<file path="src/rtl/usb_link_pkg.sv">
`timescale 1ns/1ps
package usb_link_pkg;

   typedef enum logic [2:0] {
      LS_OFF       = 3'd0,
      LS_PWR       = 3'd1,
      LS_PWR_SLEEP = 3'd2,
      LS_RUN       = 3'd3,
      LS_SLEEP     = 3'd4,
      LS_RUN_NOSOF = 3'd5,
      LS_WAKING    = 3'd6
   } link_st_e;

   function automatic logic is_asleep(link_st_e s);
      return (s == LS_PWR_SLEEP) || (s == LS_SLEEP);
   endfunction

endpackage

</file>
<file path="src/rtl/ulm_hold_timer.sv">
`timescale 1ns/1ps
// Counts consecutive cycles of cond; hit is high on the LIMIT-th one only.
module ulm_hold_timer #(
   parameter int unsigned LIMIT = 144
) (
   input  logic clk_i,
   input  logic rst_ni,
   input  logic cond_i,
   output logic hit_o
);
   localparam int unsigned CW = $clog2(LIMIT + 1);

   logic [CW-1:0] cnt_q;

   always_ff @(posedge clk_i or negedge rst_ni) begin
      if (!rst_ni)                           cnt_q <= '0;
      else if (!cond_i)                      cnt_q <= '0;
      else if (cnt_q != CW'(LIMIT))          cnt_q <= cnt_q + 1'b1;
   end

   assign hit_o = cond_i && (cnt_q == CW'(LIMIT - 1));
endmodule

</file>
<file path="src/rtl/ulm_link_fsm.sv">
`timescale 1ns/1ps
module ulm_link_fsm
   import usb_link_pkg::*;
(
   input  logic     clk_i,
   input  logic     rst_ni,
   input  logic     conn_i,
   input  logic     se0_hit_i,
   input  logic     idle_hit_i,
   input  logic     line_idle_i,
   input  logic     sof_i,
   input  logic     resume_cmd_i,
   input  logic     resume_done_i,
   output link_st_e state_o,
   output logic     ev_disc_o,
   output logic     ev_reset_o,
   output logic     ev_susp_o,
   output logic     ev_resume_o
);
   link_st_e st_q, st_d;

   always_comb begin
      st_d = st_q;
      if (!conn_i) begin
         st_d = LS_OFF;
      end else begin
         unique case (st_q)
            LS_OFF:       st_d = LS_PWR;
            LS_PWR: begin
               if (se0_hit_i)         st_d = LS_RUN_NOSOF;
               else if (resume_cmd_i) st_d = LS_WAKING;
               else if (idle_hit_i)   st_d = LS_PWR_SLEEP;
            end
            LS_PWR_SLEEP: begin
               if (se0_hit_i)         st_d = LS_RUN_NOSOF;
               else if (!line_idle_i) st_d = LS_PWR;
            end
            LS_RUN_NOSOF: begin
               if (se0_hit_i)         st_d = LS_RUN_NOSOF;
               else if (sof_i)        st_d = LS_RUN;
               else if (idle_hit_i)   st_d = LS_SLEEP;
            end
            LS_RUN: begin
               if (se0_hit_i)         st_d = LS_RUN_NOSOF;
               else if (idle_hit_i)   st_d = LS_SLEEP;
            end
            LS_SLEEP: begin
               if (se0_hit_i)         st_d = LS_RUN_NOSOF;
               else if (!line_idle_i) st_d = LS_WAKING;
            end
            LS_WAKING: begin
               if (se0_hit_i)          st_d = LS_RUN_NOSOF;
               else if (resume_done_i) st_d = LS_RUN;
            end
            default:                   st_d = LS_OFF;
         endcase
      end
   end

   always_ff @(posedge clk_i or negedge rst_ni) begin
      if (!rst_ni) begin
         st_q        <= LS_OFF;
         ev_disc_o   <= 1'b0;
         ev_reset_o  <= 1'b0;
         ev_susp_o   <= 1'b0;
         ev_resume_o <= 1'b0;
      end else begin
         st_q        <= st_d;
         ev_disc_o   <= !conn_i && (st_q != LS_OFF);
         ev_reset_o  <= conn_i && se0_hit_i;
         ev_susp_o   <= conn_i && is_asleep(st_d) && !is_asleep(st_q);
         ev_resume_o <= conn_i && is_asleep(st_q) && !is_asleep(st_d);
      end
   end

   assign state_o = st_q;
endmodule

</file>
<file path="src/rtl/usb_link_monitor.sv">
`timescale 1ns/1ps
module usb_link_monitor
   import usb_link_pkg::*;
#(
   parameter int unsigned RST_CYC  = 144,
   parameter int unsigned SUSP_CYC = 144000,
   parameter int unsigned LOST_CYC = 196608,
   parameter int unsigned FRAME_W  = 11,
   parameter int unsigned ADDR_W   = 7,
   parameter bit          LOST_EN  = 1'b1
) (
   input  logic               clk_i,
   input  logic               rst_ni,
   input  logic               vbus_sense_i,
   input  logic               pullup_en_i,
   input  logic               line_se0_i,
   input  logic               line_idle_i,
   input  logic               sof_valid_i,
   input  logic [FRAME_W-1:0] sof_frame_i,
   input  logic               resume_cmd_i,
   input  logic               resume_done_i,
   input  logic               addr_we_i,
   input  logic [ADDR_W-1:0]  addr_i,
   output logic [2:0]         link_state_o,
   output logic               host_lost_o,
   output logic [FRAME_W-1:0] frame_num_o,
   output logic [ADDR_W-1:0]  dev_addr_o,
   output logic               ev_disconnected_o,
   output logic               ev_powered_o,
   output logic               ev_reset_o,
   output logic               ev_suspend_o,
   output logic               ev_resume_o,
   output logic               ev_frame_o,
   output logic               ev_host_lost_o
);
   initial begin : p_param_check
      assert (RST_CYC >= 2)         else $fatal(1, "RST_CYC too small");
      assert (SUSP_CYC > RST_CYC)   else $fatal(1, "SUSP_CYC must exceed RST_CYC");
      assert (LOST_CYC >= 2)        else $fatal(1, "LOST_CYC too small");
      assert (FRAME_W >= 1 && ADDR_W >= 1) else $fatal(1, "bad field widths");
   end

   logic     conn, se0_hit, idle_hit, lost_hit, vbus_q;
   link_st_e st;

   assign conn = vbus_sense_i && pullup_en_i;

   ulm_hold_timer #(.LIMIT(RST_CYC)) u_se0_tmr (
      .clk_i, .rst_ni, .cond_i(line_se0_i), .hit_o(se0_hit));

   ulm_hold_timer #(.LIMIT(SUSP_CYC)) u_idle_tmr (
      .clk_i, .rst_ni, .cond_i(line_idle_i), .hit_o(idle_hit));

   generate
      if (LOST_EN) begin : g_lost
         ulm_hold_timer #(.LIMIT(LOST_CYC)) u_lost_tmr (
            .clk_i, .rst_ni,
            .cond_i(conn && (st == LS_RUN) && !sof_valid_i),
            .hit_o(lost_hit));
      end else begin : g_nolost
         assign lost_hit = 1'b0;
      end
   endgenerate

   ulm_link_fsm u_fsm (
      .clk_i, .rst_ni,
      .conn_i        (conn),
      .se0_hit_i     (se0_hit),
      .idle_hit_i    (idle_hit),
      .line_idle_i   (line_idle_i),
      .sof_i         (sof_valid_i),
      .resume_cmd_i  (resume_cmd_i),
      .resume_done_i (resume_done_i),
      .state_o       (st),
      .ev_disc_o     (ev_disconnected_o),
      .ev_reset_o    (ev_reset_o),
      .ev_susp_o     (ev_suspend_o),
      .ev_resume_o   (ev_resume_o));

   always_ff @(posedge clk_i or negedge rst_ni) begin
      if (!rst_ni) begin
         vbus_q         <= 1'b0;
         ev_powered_o   <= 1'b0;
         frame_num_o    <= '0;
         ev_frame_o     <= 1'b0;
         dev_addr_o     <= '0;
         host_lost_o    <= 1'b0;
         ev_host_lost_o <= 1'b0;
      end else begin
         vbus_q         <= vbus_sense_i;
         ev_powered_o   <= vbus_sense_i && !vbus_q;
         ev_frame_o     <= conn && sof_valid_i;
         if (conn && sof_valid_i) frame_num_o <= sof_frame_i;
         if (conn && se0_hit)     dev_addr_o <= '0;
         else if (addr_we_i)      dev_addr_o <= addr_i;
         ev_host_lost_o <= lost_hit;
         if (lost_hit)                                host_lost_o <= 1'b1;
         else if (sof_valid_i || st != LS_RUN || !conn) host_lost_o <= 1'b0;
      end
   end

   assign link_state_o = st;
endmodule

</file>
<file path="config.mk">
export PLATFORM = sky130hd
export DESIGN_NAME = usb_link_monitor
export DESIGN_NICKNAME = d
export VERILOG_FILES = /design/src/rtl/usb_link_pkg.sv /design/src/rtl/ulm_hold_timer.sv /design/src/rtl/ulm_link_fsm.sv /design/src/rtl/usb_link_monitor.sv
export SDC_FILE = /design/constraint.sdc
export NUM_CORES = 1
export LEC_CHECK = 0
export BUFFER_PORTS_ARGS = -buffer_cell sky130_fd_sc_hd__buf_2
export CAP_MARGIN = 20
export CORE_AREA = 2 2 143 75
export CTS_CLUSTER_DIAMETER = 60
export DETAILED_ROUTE_END_ITERATION = 12
export DIE_AREA = 0 0 145 77
export GPL_ROUTABILITY_DRIVEN = 1
export GPL_TIMING_DRIVEN = 1
export HOLD_SLACK_MARGIN = 0.12
export PLACE_DENSITY = 0.59
export SLEW_MARGIN = 20
export SYNTH_ARGS = -nofsm -noshare
export SYNTH_HDL_FRONTEND = slang
export SYNTH_SLANG_ARGS = --single-unit
</file>
<file path="constraint.sdc">
create_clock -name clk_i -period 2.8 [get_ports clk_i]
set_input_delay 0.14 -clock clk_i [delete_from_list [all_inputs] [get_ports clk_i]]
set_output_delay 0.14 -clock clk_i [all_outputs]
set_load 0.1 [all_outputs]
</file>
==> results.toml, run 1 <==
[run_status]
status = "finished clean"

[sta]
fin_worst_skew_ns = 0.00538
worst_pin_slew_ns = 0.942
drv_slew = 0
rsz0062_at_grt = "false"
hold_viol_final = 0
max_freq_ghz = 0.437
post-route-min-period_ns = 2.29
period_share_pct = 81.7
relSlewSlack_pct = 37.2
setup_viol = 0
timing.setup.tns_ns = 0
whs_ns = 0.162

[synthesis]
synthArstFlopShare_pct = 100
synth_xor_area_share_pct = 8.54
ys_types = 52
ys_dominant_reg_cell = "dfrtp_1"
syn_inst = 341
synth-compound-area-share_pct = 5.92
synthMostInstantiatedCell = "dfrtp_1"
ys_warn_count = 0
synth.cell_area_um2 = 3590
synth_top_family_by_area = "simple AND/OR/NAND/NOR gates"
synthSimpleGateAreaFrac_pct = 22.8
ys_top_cells_by_count = "dfrtp_1 (74), nor2_1 (46), xnor2_1 (22)"
synthAdderAreaFrac_pct = 2.09
postSynthAreaPerCell_um2 = 10.5
ys_seq_area_share_pct = 51.6
synth_top_cell_area_share_pct = 51.6
synth.net_count = 375
synth_seq_cells = 74
synth_area_leader_cell = "dfrtp_1"
synth_mux_area_share_pct = 5.96
netlist_top_cells_area = "dfrtp_1 (52%), xnor2_1 (5.4%), nor2_1 (4.8%)"
synth-edff-count = 0

[power_and_ir_drop]
clock_power_share_pct = 43.6
powerDensity_nw_per_um2 = 667
power.leakage_nw = 2.02
cell_internal_pwr_mw = 2.14
swShare_pct = 29.6
p_seq_share_pct = 38.1
combinationalPowerShare_pct = 18.4
p_switching_mw = 0.898
p_total_mw = 3.03
ir_drop_mv = 0.364

[global_route]
grt_pass1_vias = 2608
grt.met3_usage_pct = 5.12
gr-usage-met1_pct = 20.6
grt_pass1_wl_um = 12900
grt-ovfl-total = 0
grt_max_degree = 75
grtUsageMet2_pct = 20.9
grt_antenna_before_repair = 0
grt_usage_pct = 14.4
grt.busiest_layer = "met2"

[setup_path]
path_max_fanout = 5
critPathKind = "register to register"
arrival_ns = 2.50
critPathLaunchType = "register"
critPathRequiredTime_ns = 3.01
worst_setup_path_end_kind = "register"

[layout]
diodes = 0
areaGrowthSynthToFinish_pct = 26.8
stdcell_area_um2 = 4550
nets = 454
final_cells = 565
drive_gt1_share_pct = 21.9

[floorplan]
rows = 26
start_util_pct = 36.2
core_um2 = 9920
dieArea_um2 = 11200
ioPinCount = 57
dieHeight_um = 77
die-width_um = 145

[route]
drt_iter0_drc = 152
drc_errors = 0
totalWireLength_um = 7460
final_antenna_net_count = 0
wire_per_inst_um = 13.2
dr.pass1.iters = 6
viasPerCell = 4.67
num_vias = 2641

[clock_tree]
cts_made_buffers = 9
cts_tree = "yes"
cts-root-buf = "clkbuf_16"
post_cts_resized = 0
cts_setup_buffers = 0
clkTransAtPathRegs_ns = 0.06
insertion_delay_ns = 0.33
htreeDepth = 3
cts.sinks = 74
max-clock-path-buffers = 2

[place]
port-buffer-count = 56
dp_hpwl_um = 5140
placedInstanceArea_um2 = 4000
place.gp.congestion = 0.838
dp.cells = 528

[job]
drv_cap = 0

[min_path]
hp-class = "primary input to register"
==> power by group through the flow <==
| stage | registers, mW | logic [mW] | clock network (mW) |
|---|---|---|---|
| 2_1_floorplan | 1.50 | 0.0940 | 0 |
| 3_3_place_gp | 1.17 | 0.534 | 0 |
| 3_5_place_dp | 1.17 | 0.539 | 0 |
| 4_1_cts | 1.16 | 0.562 | 1.36 |
| 5_1_grt | 1.16 | 0.583 | 1.41 |
| 6_report | 1.16 | 0.557 | 1.32 |
==> per-stage QoR <==
| step | utilization (%) | worst slack [ns] |
|---|---|---|
| finish | 45.9 | 0.513 |
| global route | 45.9 | 0.417 |
| CTS | 45.9 | 0.522 |
| detailed placement | 40.3 | 0.528 |
| global placement | 40.3 | 0.605 |
| floorplan | - | 0.263 |
==> logic make-up (layout without fill, tap and decap cells) <==
group,after synthesis,after routing
and+or+nand+nor,152,152
buffers and inverters,24,108
AOI/OAI and AO/OA,30,30
muxes,20,20
DFF,74,74
adders and majority gates,6,6
xor gates and xnor gates,35,35
==> timing repair <==
item,in CTS,in global routing
endpoints found under the setup margin,0,0
endpoints found under the hold margin,96,0
hold buffers,21,0
==> placed cells by master, fill, tap and decap left out, types with 3 or more instances in the layout <==
cell type | synthesis | routed
nand2_1 | 16 | 16
inv_1 | 13 | 13
nand4_1 | 5 | 5
bufinv_16 | 0 | 3
mux2_2 | 11 | 11
dfrtp_1 | 74 | 74
nor2_1 | 46 | 46
nor4b_1 | 4 | 4
a21oi_1 | 7 | 7
xnor2_1 | 22 | 22
buf_2 | 0 | 55
nand3_1 | 19 | 19
mux2i_1 | 9 | 9
nand2_2 | 3 | 3
dlygate4sd3_1 | 0 | 21
xor2_1 | 13 | 13
or3_1 | 4 | 4
ha_1 | 6 | 6
nor2b_1 | 6 | 6
nor4_1 | 3 | 3
and2_1 | 12 | 12
nor3_1 | 7 | 7
and3_1 | 7 | 7
a21boi_0 | 3 | 3
o21ai_0 | 8 | 8
clkbuf_16 | 0 | 9
nor3b_1 | 3 | 3
==> worst max-delay path: stages, from the launching register on <==
cell and delay [ns]:
dfrtp_1 0.40, ha_1 0.28, nand2_2 0.08, or3_4 0.37
or3_1 0.37, a31o_1 0.26, xnor2_1 0.16, o2111a_1 0.24
==> path summary, 6_finish.rpt <==
kind	slack, ns	endpoint	cells past startpoint	from
min in group asynchronous	0.49	dev_addr_o[5]	2	rst_ni
max in group asynchronous	1.69	u_idle_tmr.cnt_q[3]	2	rst_ni
max	0.51	u_fsm.ev_resume_o	7	u_idle_tmr.cnt_q[0]
max reg2reg	0.51	u_fsm.ev_resume_o	7	u_idle_tmr.cnt_q[0]
min reg2reg	0.40	ev_powered_o	1	vbus_q
min	0.16	u_se0_tmr.cnt_q[1]	3	line_se0_i
==> area by class of cell <==
class | count | area (µm²)
Timing Repair Buffer | 78 | 500
Multi-Input combinational cell | 243 | 1630
Clock buffer | 12 | 246
Tap cell | 140 | 175
Fill cell | 934 | 5370
Inverter | 14 | 52.6
Sequential cell | 74 | 1850
Clock inverter | 4 | 98.8
==> flip-flops by register name, summed over array words and instances (netlist names) <==
signal / flops
ev_host_lost_o: 1
u_fsm.ev_disc_o: 1
ev_frame_o: 1
ev_powered_o: 1
u_fsm.ev_susp_o: 1
dev_addr_o: 7
g_lost.u_lost_tmr.cnt_q: 18
vbus_q: 1
u_se0_tmr.cnt_q: 8
u_fsm.ev_reset_o: 1
u_idle_tmr.cnt_q: 18
host_lost_o: 1
frame_num_o: 11
u_fsm.ev_resume_o: 1
u_fsm.state_o: 3
==> metal layers <==
layer,wire [µm],part of all wire (%)
met1,4040,54
met2,3000,40
met3,375,5.0
met4,38,0.51
met5,0,0
(Power assumes the default switching activity.)
==> run 2, diff against run 1 <==
- PLACE_DENSITY: 0.59 -> 0.61
- clock period: 2.8 -> 2.1 ns (I/O delays scaled with it)
==> results.toml, run 2 (synthesized netlist as in run 1, its figures left out) <==
[run_status]
failed_checks = "negative setup slack"
status = "finished with violations"

[clock_tree]
htreeDepth = 3
cts_made_buffers = 9
max-clock-path-buffers = 2
insertion_delay_ns = 0.33
cts_tree = "yes"
cts-root-buf = "clkbuf_16"
cts.sinks = 74
clkTransAtPathRegs_ns = 0.06

[setup_path]
worst_setup_path_end_kind = "register"
critPathKind = "register to register"
critical-path-top-delay-family = "simple AND/OR/NAND/NOR gates"
slowest_delay_ns = 0.37
path_max_fanout = 3
cp_num_buf_inv = 0
cpMaxStageDelayCell = "or3_4"
critPathLaunchType = "register"
path_cells = "ha_2 -> nand2_2 -> or3_4 -> nor3_1 -> a221oi_1 -> o21a_1 -> nor4_1"
critPathRequiredTime_ns = 2.33
arrival_ns = 2.34

[route]
drt_iter0_drc = 132
dr.pass1.iters = 4
drc_errors = 0
num_vias = 2779
final_antenna_net_count = 0
viasPerCell = 4.67
totalWireLength_um = 7870
wire_per_inst_um = 13.2

[power_and_ir_drop]
ir_drop_mv = 0.503
power.leakage_nw = 2.18
powerDensity_nw_per_um2 = 814

[sta]
setup_viol = 1
max_freq_ghz = 0.473
relSlewSlack_pct = 60.6
rsz0062_at_grt = "true"
fin_worst_skew_ns = 0.00629
hold_viol_final = 0
worst_pin_slew_ns = 0.591
fin_ws_ns = -0.0153
drv_slew = 0
whs_ns = 0.167
period_share_pct = 101
post-route-min-period_ns = 2.12

[place]
port-buffer-count = 56
dp_hpwl_um = 5570
place.gp.congestion = 0.780

[layout]
areaGrowthSynthToFinish_pct = 34.1
largestRegisters = "g_lost.u_lost_tmr.cnt_q x18, u_idle_tmr.cnt_q x18, frame_num_o x11"
nets = 484
final_cell_mix = "dfrtp_1 (71), buf_2 (55), nor2_1 (45), buf_4 (31), xnor2_1 (22)"
utilization_pct = 48.5
drive_gt1_share_pct = 29.2
diodes = 0
layout_commonest_cell = "dfrtp_1"

[floorplan]
start_util_pct = 36.2
ioPinCount = 57
rows = 26
die-width_um = 145
dieArea_um2 = 11200
dieHeight_um = 77
core_um2 = 9920

[global_route]
grt_pass1_wl_um = 13400
grt_usage_pct = 15.1
grt_antenna_before_repair = 0
grt_max_degree = 48
grt_pass1_vias = 2752
grt-ovfl-total = 0

[min_path]
hp-class = "primary input to register"

[job]
drv_cap = 0
[run 2: cell count changes in the layout (fill, tap and decap cells not counted), moves of 2 or more]
cell / previous run / this run
buf_4: 2 / 31
clkinv_2: 0 / 2
nor4b_1: 4 / 2
dfrtp_1: 74 / 71
dfrtp_4: 0 / 2
[run 2: through the flow]
stage	power, mW	instances	cell area [µm²]	worst slack, ns	TNS [ns]
3_3_place_gp	2.30	555	4230	-0.0782	-0.124
4_1_cts	3.95	592	4760	0.00592	0
6_report	3.92	595	4810	-0.0153	-0.0153
3_5_place_dp	2.30	555	4230	-0.0814	-0.156
5_1_grt	4.09	595	4810	-0.0846	-0.143
2_1_floorplan	2.13	341	3620	0.00841	0
[run 2: path summary, 6_finish.rpt]
path | from | endpoint | slack, ns | cells after the start
setup / recovery | u_idle_tmr.cnt_q[0] | u_fsm.ev_susp_o | -0.02 | 7
hold / removal | line_se0_i | u_se0_tmr.cnt_q[0] | 0.17 | 4
setup reg to reg | u_idle_tmr.cnt_q[0] | u_fsm.ev_susp_o | -0.02 | 7
hold reg to reg | vbus_q | ev_powered_o | 0.40 | 1
max in group asynchronous | rst_ni | u_idle_tmr.cnt_q[15] | 1.16 | 3
min in group asynchronous | rst_ni | u_se0_tmr.cnt_q[4] | 0.30 | 2
[run 2: power by group]
group | switching [mW] | total (mW) | internal, mW
clock | 0.568 | 1.61 | 1.04
sequential | 0.0386 | 1.54 | 1.50
combinational | 0.598 | 0.777 | 0.179
total | 1.20 | 3.92 | 2.71
[run 2: cell type report]
cell class | instances | area, µm²
clock inverter | 5 | 78.8
sequential | 74 | 1860
clock buffer | 11 | 233
tap | 140 | 175
multi-input combinational | 243 | 1680
inverter | 14 | 52.6
fill | 899 | 5110
timing repair buffer | 108 | 738
[run 2: timing repair]
item / CTS / global route
hold buffers: 21 / 0
gates resized for setup: 1 / 6
buffers inserted: 0 / 3
pin swaps: 0 / 2
setup endpoints to repair: 2 / 2
endpoints found under the hold margin: 67 / 0
[run 2: tightest hold or removal path: stages]
cell and delay [ns]:
buf_2 0.10, clkinv_1 0.06, buf_4 0.15, nor2_1 0.05
[run 2: layer usage]
layer  vias up  track usage (%)  part of all wire, %
li1       1387                -                    -
met4         0             4.46                 0.91
met5         -                0                    0
met3         8             4.82                  4.9
met1      1317             21.2                   52
met2        67             22.2                   42
==> run 3, diff against run 2 <==
--- a/config.mk
+++ b/config.mk
@@ -8,14 +8,14 @@
 export BUFFER_PORTS_ARGS = -buffer_cell sky130_fd_sc_hd__buf_2
 export CAP_MARGIN = 20
-export CORE_AREA = 2 2 143 75
+export CORE_AREA = 2 2 147 77
 export CTS_CLUSTER_DIAMETER = 60
 export DETAILED_ROUTE_END_ITERATION = 12
-export DIE_AREA = 0 0 145 77
+export DIE_AREA = 0 0 149 79
 export GPL_ROUTABILITY_DRIVEN = 1
 export GPL_TIMING_DRIVEN = 1
 export HOLD_SLACK_MARGIN = 0.12
 export PLACE_DENSITY = 0.61
-export SLEW_MARGIN = 20
 export SYNTH_ARGS = -nofsm -noshare
 export SYNTH_HDL_FRONTEND = slang
+export SYNTH_HIERARCHICAL = 1
 export SYNTH_SLANG_ARGS = --single-unit
==> constraint.sdc (replaced) <==
create_clock -name clk_i -period 2.1 [get_ports clk_i]
set_input_delay 0.105 -clock clk_i [delete_from_list [all_inputs] [get_ports clk_i]]
set_output_delay 0.105 -clock clk_i [all_outputs]
set_load 0.02 [all_outputs]
==> results.toml, run 3 <==
[synthesis]
synth-edff-count = 0
synth_top_cell_area_share_pct = 48.8
synthArstFlopShare_pct = 100
synth.cell_area_um2 = 3790
ys_warn_count = 6
synth_area_leader_cell = "dfrtp_1"
synthMostInstantiatedCell = "dfrtp_1"
ys_seq_area_share_pct = 48.8
ys_top_cells_by_count = "dfrtp_1 (74), nor2_1 (30), nand2_1 (28)"
ys_dominant_reg_cell = "dfrtp_1"
synth_seq_cells = 74
postSynthAreaPerCell_um2 = 10.4
syn_inst = 365
synth.net_count = 399
netlist_top_cells_area = "dfrtp_1 (49%), xor2_1 (3.9%), mux2_4 (3.6%)"
ys_types = 56

[floorplan]
ioPinCount = 57
core_um2 = 10600
dieHeight_um = 79
rows = 27
start_util_pct = 35.8
dieArea_um2 = 11800
die-width_um = 149

[sta]
timing.setup.tns_ns = -0.145
relSlewSlack_pct = 70.9
fin_worst_skew_ns = 0.00644
worst_pin_slew_ns = 0.432
rsz0062_at_grt = "true"
fin_ws_ns = -0.0791
setup_viol = 2
period_share_pct = 104
whs_ns = 0.187
max_freq_ghz = 0.459
hold_viol_final = 0
drv_slew = 0
post-route-min-period_ns = 2.18

[clock_tree]
max-clock-path-buffers = 2
cts.sinks = 74
insertion_delay_ns = 0.33
cts-root-buf = "clkbuf_16"
htreeDepth = 3
cts_made_buffers = 9
clkTransAtPathRegs_ns = 0.06
cts_tree = "yes"

[route]
final_antenna_net_count = 0
drc_errors = 0
num_vias = 3192
totalWireLength_um = 9430
viasPerCell = 5.06
dr.pass1.iters = 4
drt_iter0_drc = 205
wire_per_inst_um = 14.9

[run_status]
failed_checks = "negative setup slack"
status = "finished with violations"

[layout]
multiInputGateArea_um2 = 1860
diodes = 0
drive_gt1_share_pct = 28.8
nets = 516
final_cell_mix = "dfrtp_1 (74), buf_2 (55), buf_4 (37), nor2_1 (30), nand2_1 (28)"
fillCellCount = 936
register_area_um2 = 1850
layout_commonest_cell = "dfrtp_1"
areaGrowthSynthToFinish_pct = 34.6
largestRegisters = "g_lost.u_lost_tmr/cnt_q x18, u_idle_tmr/cnt_q x18, frame_num_o x11"
stdcell_area_um2 = 5100

[power_and_ir_drop]
combinationalPowerShare_pct = 11.8
cell_internal_pwr_mw = 2.86
p_total_mw = 3.74
p_seq_share_pct = 41.0
clock_power_share_pct = 47.2
ir_drop_mv = 0.300
powerDensity_nw_per_um2 = 733
p_switching_mw = 0.886
power.leakage_nw = 2.33
swShare_pct = 23.7

[place]
dp_hpwl_um = 6460
placedInstanceArea_um2 = 4470
place.gp.congestion = 0.793
port-buffer-count = 56

[setup_path]
worst_setup_path_end_kind = "register"
ff2ff_path_depth = 8
cp_num_buf_inv = 1
cpMaxStageDelayCell = "dfrtp_1"
critPathRequiredTime_ns = 2.32
critical-path-top-delay-family = "simple AND/OR/NAND/NOR gates"
critPathLaunchType = "register"
arrival_ns = 2.40
critPathKind = "register to register"
path_cells = "nor4_2 -> nand4_1 -> nor3_2 -> nand2_1 -> buf_4 -> a41oi_2 -> xnor2_2 -> o2111a_1"
slowest_delay_ns = 0.39
path_max_fanout = 3
cp.depth = 8

[global_route]
grt-ovfl-total = 0
grt_pass1_vias = 3039
grt_max_degree = 45
grt_pass1_wl_um = 15500
grt_usage_pct = 16.9
grt_antenna_before_repair = 0

[min_path]
hp-class = "primary input to register"
hold_depth = 3

[job]
drv_cap = 0
## run 3: cell types whose count changed after synthesis, moves of 4 or more
cell,previous run,this run
nor2b_1,6,2
mux2_2,11,2
nand2_1,16,28
and3_1,7,2
a21oi_1,7,12
mux2_4,0,9
xnor2_1,22,7
xor2_1,13,17
nand4_1,5,13
o21ai_0,8,19
nor4_1,3,7
nor2_1,46,30
## run 3: what timing repair did
action | CTS | global route
setup buffers | 1 | 3
hold buffers | 23 | 0
resized for setup | 0 | 7
setup endpoints to repair | 2 | 3
pin swaps | 2 | 7
hold endpoints to repair | 90 | 0
## run 3: worst min-delay path: stages
cell,delay [ns]
buf_2,0.19
mux2i_1,0.10
nor2_1,0.08
## run 3: per-layer routing
layer,global-route usage (%),vias to the layer above,part of all wire (%)
met3,5.23,12,7.5
met2,23.0,106,39
li1,-,1542,-
met5,0,-,0
met1,25.3,1532,52
met4,5.52,0,1.4
## run 3: stage by stage
step | std cells | util [%] | setup WS [ns]
floorplan | 365 | - | 0.0202
global placement | 589 | 42.2 | -0.0203
detailed placement | 589 | 42.2 | -0.0483
CTS | 628 | 47.6 | -0.0214
global route | 631 | 48.1 | -0.233
finish | 631 | 48.1 | -0.0791
## run 3: power by group through the flow
stage	registers, mW	logic, mW	clock network, mW
2_1_floorplan	1.64	0.141	0
3_3_place_gp	1.55	0.394	0
3_5_place_dp	1.56	0.401	0
4_1_cts	1.53	0.436	1.81
5_1_grt	1.54	0.481	1.87
6_report	1.53	0.442	1.77
## run 3: worst paths after layout
path,from,end,slack [ns]
min,addr_we_i,dev_addr_o[3],0.19
max reg2reg,u_idle_tmr/cnt_q[11],u_fsm/ev_resume_o,-0.08
min reg2reg,vbus_q,ev_powered_o,0.39
min in group asynchronous,rst_ni,g_lost.u_lost_tmr/cnt_q[1],0.25
max,u_idle_tmr/cnt_q[11],u_fsm/ev_resume_o,-0.08
max in group asynchronous,rst_ni,u_idle_tmr/cnt_q[15],1.29
## run 3: logic make-up (layout without fill, tap and decap cells)
logic type      after synthesis  count (layout)  synth area share [%]
buf+inv                      27             148                  3.46
compound gates               48              48                  7.98
fa+ha+maj                     6               6                  1.98
mux                          23              23                  7.32
flops                        74              74                  48.8
simple gates                163             163                  24.9
xor+xnor                     24              24                  5.54
## run 3: final cells by class
class                      instances  area share, %
multi-input combinational        264           36.4
sequential                        74           36.3
timing repair buffer             117           16.0
clock buffer                       9           4.41
tap                              145           3.55
clock inverter                     6           2.25
inverter                          16           1.18
